**src/rtl/ext_mem_pkg.sv**
```systemverilog
package ext_mem_pkg;

  localparam int XADDR_W = 32;
  localparam int XDATA_W = 16;

  typedef enum logic [2:0] {
    XOP_NOP    = 3'd0,
    XOP_SETADR = 3'd1,
    XOP_RQLD   = 3'd2,
    XOP_ELD    = 3'd3,
    XOP_EST    = 3'd4
  } xop_e;

  typedef struct packed {
    logic               wr;
    logic [XADDR_W-1:0] addr;
    logic [XDATA_W-1:0] data;
  } xreq_t;

  // Base plus an already zero-extended offset, wrapping at the address width.
  function automatic logic [XADDR_W-1:0] eff_addr(input logic [XADDR_W-1:0] base,
                                                  input logic [XADDR_W-1:0] ofs);
    return base + ofs;
  endfunction

  // Reads may be issued while the credits in use leave room in the receive queue.
  function automatic logic credit_room(input int unsigned in_flight,
                                       input int unsigned queued,
                                       input int unsigned depth);
    return (in_flight + queued) < depth;
  endfunction

endpackage

```
**src/rtl/xm_fifo.sv**
```systemverilog
module xm_fifo #(
  parameter int WIDTH = 16,
  parameter int DEPTH = 4,
  localparam int PTR_W = (DEPTH > 1) ? $clog2(DEPTH) : 1,
  localparam int CNT_W = $clog2(DEPTH + 1)
) (
  input  logic             clk,
  input  logic             rst_n,
  input  logic             push,
  input  logic [WIDTH-1:0] wdata,
  input  logic             pop,
  output logic [WIDTH-1:0] rdata,
  output logic             full,
  output logic             empty,
  output logic [CNT_W-1:0] count
);

  logic [WIDTH-1:0] mem [DEPTH];
  logic [PTR_W-1:0] wr_ptr, rd_ptr;
  logic             do_push, do_pop;

  function automatic logic [PTR_W-1:0] bump(input logic [PTR_W-1:0] p);
    return (p == PTR_W'(DEPTH - 1)) ? '0 : p + 1'b1;
  endfunction

  assign full    = (count == CNT_W'(DEPTH));
  assign empty   = (count == '0);
  assign do_push = push && !full;
  assign do_pop  = pop && !empty;
  assign rdata   = mem[rd_ptr];

  always_ff @(posedge clk or negedge rst_n) begin
    if (!rst_n) begin
      wr_ptr <= '0;
      rd_ptr <= '0;
      count  <= '0;
    end else begin
      if (do_push) wr_ptr <= bump(wr_ptr);
      if (do_pop)  rd_ptr <= bump(rd_ptr);
      case ({do_push, do_pop})
        2'b10:   count <= count + 1'b1;
        2'b01:   count <= count - 1'b1;
        default: count <= count;
      endcase
    end
  end

  always_ff @(posedge clk) begin
    if (do_push) mem[wr_ptr] <= wdata;
  end

endmodule

```
**src/rtl/xm_read_credit.sv**
```systemverilog
module xm_read_credit
  import ext_mem_pkg::*;
#(
  parameter int DEPTH = 4,
  localparam int CNT_W = $clog2(DEPTH + 1)
) (
  input  logic             clk,
  input  logic             rst_n,
  input  logic             issue,
  input  logic             retire,
  input  logic [CNT_W-1:0] queued,
  output logic [CNT_W-1:0] in_flight,
  output logic             room
);

  assign room = credit_room(int'(in_flight), int'(queued), DEPTH);

  always_ff @(posedge clk or negedge rst_n) begin
    if (!rst_n) begin
      in_flight <= '0;
    end else begin
      case ({issue, retire})
        2'b10:   in_flight <= in_flight + 1'b1;
        2'b01:   in_flight <= in_flight - 1'b1;
        default: in_flight <= in_flight;
      endcase
    end
  end

endmodule

```
**src/rtl/xm_issue_ctrl.sv**
```systemverilog
module xm_issue_ctrl
  import ext_mem_pkg::*;
(
  input  xop_e op,
  input  logic tx_full,
  input  logic rx_empty,
  input  logic credit_ok,
  output logic stall,
  output logic fire_setadr,
  output logic fire_rqld,
  output logic fire_est,
  output logic fire_eld
);

  logic blk_rqld, blk_est, blk_eld;

  always_comb begin
    blk_rqld = (op == XOP_RQLD) && (tx_full || !credit_ok);
    blk_est  = (op == XOP_EST) && tx_full;
    blk_eld  = (op == XOP_ELD) && rx_empty;
    stall    = blk_rqld || blk_est || blk_eld;

    fire_setadr = (op == XOP_SETADR);
    fire_rqld   = (op == XOP_RQLD) && !blk_rqld;
    fire_est    = (op == XOP_EST) && !blk_est;
    fire_eld    = (op == XOP_ELD) && !blk_eld;
  end

endmodule

```
**src/rtl/ext_mem_unit.sv**
```systemverilog
module ext_mem_unit
  import ext_mem_pkg::*;
#(
  parameter int TX_DEPTH = 4,
  parameter int RX_DEPTH = 4,
  parameter int OFS_W    = 8,
  localparam int REQ_W   = $bits(xreq_t),
  localparam int TXC_W   = $clog2(TX_DEPTH + 1),
  localparam int RXC_W   = $clog2(RX_DEPTH + 1)
) (
  input  logic               clk,
  input  logic               rst_n,
  input  logic [2:0]         op_i,
  input  logic [15:0]        opnd_hi_i,
  input  logic [15:0]        opnd_lo_i,
  input  logic [OFS_W-1:0]   offset_i,
  input  logic [15:0]        wdata_i,
  output logic               stall_o,
  output logic [15:0]        rdata_o,
  output logic               rdata_valid_o,
  output logic               req_valid_o,
  input  logic               req_ready_i,
  output logic               req_write_o,
  output logic [31:0]        req_addr_o,
  output logic [15:0]        req_wdata_o,
  input  logic               rsp_valid_i,
  input  logic [15:0]        rsp_data_i
);

  xop_e              op;
  logic [31:0]       base_q;
  logic [31:0]       target;
  xreq_t             new_req, head_req;
  logic [REQ_W-1:0]  head_bits;

  // Named internal events (used by the checker).
  logic setadr_fire, rd_issue, wr_issue, ld_pop, rsp_push, req_xfer;
  logic tx_full, tx_empty, rx_full, rx_empty, credit_ok;
  logic [TXC_W-1:0] tx_count;
  logic [RXC_W-1:0] rx_count;
  logic [RXC_W-1:0] rd_in_flight;

  assign op = xop_e'(op_i);

  xm_issue_ctrl u_ctrl (
    .op          (op),
    .tx_full     (tx_full),
    .rx_empty    (rx_empty),
    .credit_ok   (credit_ok),
    .stall       (stall_o),
    .fire_setadr (setadr_fire),
    .fire_rqld   (rd_issue),
    .fire_est    (wr_issue),
    .fire_eld    (ld_pop)
  );

  always_ff @(posedge clk or negedge rst_n) begin
    if (!rst_n)           base_q <= '0;
    else if (setadr_fire) base_q <= {opnd_hi_i, opnd_lo_i};
  end

  assign target       = eff_addr(base_q, 32'(offset_i));
  assign new_req.wr   = wr_issue;
  assign new_req.addr = target;
  assign new_req.data = wr_issue ? wdata_i : '0;

  assign req_xfer = req_valid_o && req_ready_i;

  xm_fifo #(.WIDTH(REQ_W), .DEPTH(TX_DEPTH)) u_txq (
    .clk   (clk),
    .rst_n (rst_n),
    .push  (rd_issue || wr_issue),
    .wdata (new_req),
    .pop   (req_xfer),
    .rdata (head_bits),
    .full  (tx_full),
    .empty (tx_empty),
    .count (tx_count)
  );

  assign head_req    = xreq_t'(head_bits);
  assign req_valid_o = !tx_empty;
  assign req_write_o = head_req.wr;
  assign req_addr_o  = head_req.addr;
  assign req_wdata_o = head_req.data;

  assign rsp_push = rsp_valid_i;

  xm_fifo #(.WIDTH(16), .DEPTH(RX_DEPTH)) u_rxq (
    .clk   (clk),
    .rst_n (rst_n),
    .push  (rsp_push),
    .wdata (rsp_data_i),
    .pop   (ld_pop),
    .rdata (rdata_o),
    .full  (rx_full),
    .empty (rx_empty),
    .count (rx_count)
  );

  xm_read_credit #(.DEPTH(RX_DEPTH)) u_credit (
    .clk       (clk),
    .rst_n     (rst_n),
    .issue     (rd_issue),
    .retire    (rsp_push),
    .queued    (rx_count),
    .in_flight (rd_in_flight),
    .room      (credit_ok)
  );

  assign rdata_valid_o = ld_pop;

endmodule

```
**config.mk**
```make
export PLATFORM = sky130hd
export DESIGN_NAME = ext_mem_unit
export DESIGN_NICKNAME = d
export VERILOG_FILES = /design/src/rtl/ext_mem_pkg.sv /design/src/rtl/xm_fifo.sv /design/src/rtl/xm_read_credit.sv /design/src/rtl/xm_issue_ctrl.sv /design/src/rtl/ext_mem_unit.sv
export SDC_FILE = /design/constraint.sdc
export NUM_CORES = 1
export LEC_CHECK = 0
export BUFFER_PORTS_ARGS = -buffer_cell sky130_fd_sc_hd__buf_4
export CAP_MARGIN = 10
export CORE_MARGIN = 4
export CORE_UTILIZATION = 35
export CTS_CLUSTER_DIAMETER = 60
export DETAILED_ROUTE_END_ITERATION = 16
export PLACE_DENSITY = 0.49
export SYNTH_ARGS = -nofsm -noshare
export SYNTH_HDL_FRONTEND = slang
export SYNTH_SLANG_ARGS = --single-unit
```
**constraint.sdc**
```tcl
create_clock -name clk -period 3.7 [get_ports clk]
set_input_delay 0.74 -clock clk [delete_from_list [all_inputs] [get_ports clk]]
set_output_delay 0.74 -clock clk [all_outputs]
set_load 0.02 [all_outputs]
```
==> reports/metrics.csv <==
metric;value;unit
syn_area;0.01256;mm^2
synth_area_leaders;edfxtp_1, mux4_2, dfrtp_1;
grt-ovfl-total;0;
slowest_stage;dfrtp_4;
htree_levels;2;
wl_per_cell;21.11;um
grt_max_degree;52;
port_buffers;146;
dr.pass1.iters;5;
routed_via_density;4.868;
max-cap-violations;0;
dpl.hpwl;17730;um
ys_top_cells_by_count;edfxtp_1, mux4_2, dfrtp_1;
routabilityCongestion;0.7361;
critical-path-max-stage-delay;0.77;ns
worstSetupStartpointType;register;
startpoint;u_txq.rd_ptr[0]$_DFFE_PN0P_;
synth_edf_count;260;
cts.reportedPaths.clkPinSlew;0.05;ns
final_net_count;932;
final.period_utilization;83.24;%
fill_cells;3102;
grt_usage;14.23;%
timing_hold_violations_final;0;
regArea;0.009039;mm^2
core;0.03548;mm^2
cp.arrival;2.34;ns
yosys.area.top_type;edfxtp_1;
required;2.96;ns
fin_cells;1314;
wl;27750;um
synth-main-ff-cell;edfxtp_1;
crit_path_end;req_wdata_o[9];
hold_buffers;0;
antenna_found_initial;0;
ant_nets;0;
syn_inst;649;
slew_headroom;38.89;%
r2r_cells;7;
finClkSkew;0.02257;ns
outcome;complete, no violations;
reg2reg_to;u_txq.mem[3][32]$_DFFE_PP_;
path_cells;buf_4 > mux4_2 > buf_4;
path_buf_inv;2;
cts_buffer_depth;3;
start_util;35.41;%
reg2reg_slack;0.94;ns
crit_type;register to output pin;
drc;0;
path_common_cell;buf_4;
max_freq;0.3247;GHz
p_leak;5.599;nW
cp.depth;3;
crit_family;flip-flops;
worstSetupEndpointType;output pin;
grt_pass1_wl;41900;um
cts_tree;done;
ctsResizeCount;0;
cts_buffers;37;
dp.cells;1248;
ys_ff_latch;309;
r2r_start;u_rxq.count[1]$_DFFE_PN0P_;
peakVddDrop;0.4270;mV
num_rows;69;
slew_violations;0;
setup_violations;0;
fin_tns_setup;0;ns
antenna_cells;0;
grt_pass1_vias;7130;
ios;147;
synth_cell_types;42;
cts-root-buf;clkbuf_16;
die_h;197.5;um
ys_warn_count;0;
synth_most_common_cell;edfxtp_1;
area_growth_syn_to_layout;23.07;%
clk_latency;0.52;ns
die_w;197.5;um
final_layout_size_suffix_gt1_share;37.87;%
synth-async-reset-ratio;15.86;%
first_iter_violations;243;
yosysSeqAreaShare;71.90;%
num_vias;6396;
syn-num-nets;755;
crit_fanout;24;
worst_pin_slew;0.9167;ns
synth_top_area_share;62.14;%
multi_input_area;0.003361;mm^2
hold_class;input port to asynchronous set/reset pin;
fin_crit;3.080;ns
post_cts_buffers;0;
synthesis.area_per_instance;19.36;um^2
dieArea;0.03899;mm^2
rsz0062_at_grt;no;
power_density;757.3;mW/mm^2
cts.sinks;309;
==> cells by family after synthesis <==
kind of cell	Yosys count	synth area share, %
xor gates and xnor gates	39	2.719
DFF	309	71.90
adders and majority gates	27	2.928
AOI/OAI and AO/OA	27	1.474
and+or+nand+nor	99	4.501
muxes	103	15.04
buffers and inverters	45	1.444
==> per-stage QoR <==
stage / instance area, um^2 / hold WS (ns) / setup WS (ns) / util (%) / power, mW
finish: 15460 / 0.2904 / 0.6200 / 43.58 / 11.71
global placement: 14310 / 0.4662 / 0.7788 / 40.34 / 8.399
CTS: 15460 / 0.2962 / 0.5043 / 43.58 / 11.96
detailed placement: 14310 / 0.4923 / 0.6938 / 40.34 / 8.502
floorplan: 12560 / 0.4444 / 0.6854 / - / 7.024
global route: 15460 / 0.3256 / 0.4529 / 43.58 / 12.35
==> area by class of cell <==
cell class              count  area share, %
multi-input cells         295          21.73
flip-flops and latches    309          58.45
clock inverters            14         0.8819
clock buffers              52          6.554
inverters                  23         0.5583
well taps                 461          3.730
repair buffers            160          8.091
==> metal layers <==
metal  GRT usage [%]  up-vias  part of all wire, %
met5               0        -                    0
met4           3.929        0                  2.1
met3           3.701       42                  5.3
met2           25.62      125                   53
met1           16.91     3304                   40
li1                -     2925                    -
==> layout by cell type (no fill, tap or decap), types with 5 or more instances in the layout <==
master	n
edfxtp_1	260
buf_4	156
mux4_2	65
dfrtp_1	47
clkbuf_16	38
mux2_2	36
xnor2_1	31
inv_1	23
and3_1	23
ha_1	23
nand3_1	16
clkbuf_1	13
nand2_1	12
nor2_1	12
xor2_1	8
o21ai_0	8
and2_1	7
a21oi_1	5
nand4_1	5
==> where the power goes <==
part | switching (mW) | internal [mW]
combinational | 1.93 | 1.66
sequential | 0.326 | 4.40
clock | 1.34 | 2.05
==> registers in the layout (all words and copies together), names as in the netlist <==
| name | flops |
|---|---|
| u_txq.mem | 196 |
| u_rxq.mem | 64 |
| base_q | 32 |
| u_credit.in_flight | 3 |
| u_rxq.count | 3 |
| u_txq.count | 3 |
| u_rxq.rd_ptr | 2 |
| u_rxq.wr_ptr | 2 |
| u_txq.rd_ptr | 2 |
| u_txq.wr_ptr | 2 |
==> worst reg2reg max path, delay by kind of cell, from the launching register on <==
family / cells / cell delay [ns]
and+or+nand+nor: 4 / 1.18
buffers and inverters: 1 / 0.32
AOI/OAI and AO/OA: 1 / 0.28
adders and majority gates: 1 / 0.30
DFF: 1 / 0.39
==> worst min-delay path by stage <==
| stage | depth (start not counted) | startpoint | to | slack, ns |
|---|---|---|---|---|
| 6_report | 1 | rst_n | base_q[11]$_DFFE_PN0N_ | 0.29 |
| 3_5_place_dp | 1 | u_credit.in_flight[0]$_DFFE_PN0P_ | u_credit.in_flight[0]$_DFFE_PN0P_ | 0.49 |
| 2_1_floorplan | 0 | rst_n | base_q[0]$_DFFE_PN0N_ | 0.44 |
| 3_3_place_gp | 1 | u_txq.count[2]$_DFFE_PN0P_ | u_txq.count[2]$_DFFE_PN0P_ | 0.47 |
| 5_1_grt | 1 | rst_n | base_q[11]$_DFFE_PN0N_ | 0.33 |
| 4_1_cts | 1 | rst_n | base_q[11]$_DFFE_PN0N_ | 0.30 |
Note: power is estimated with default switching activity, not from simulation.
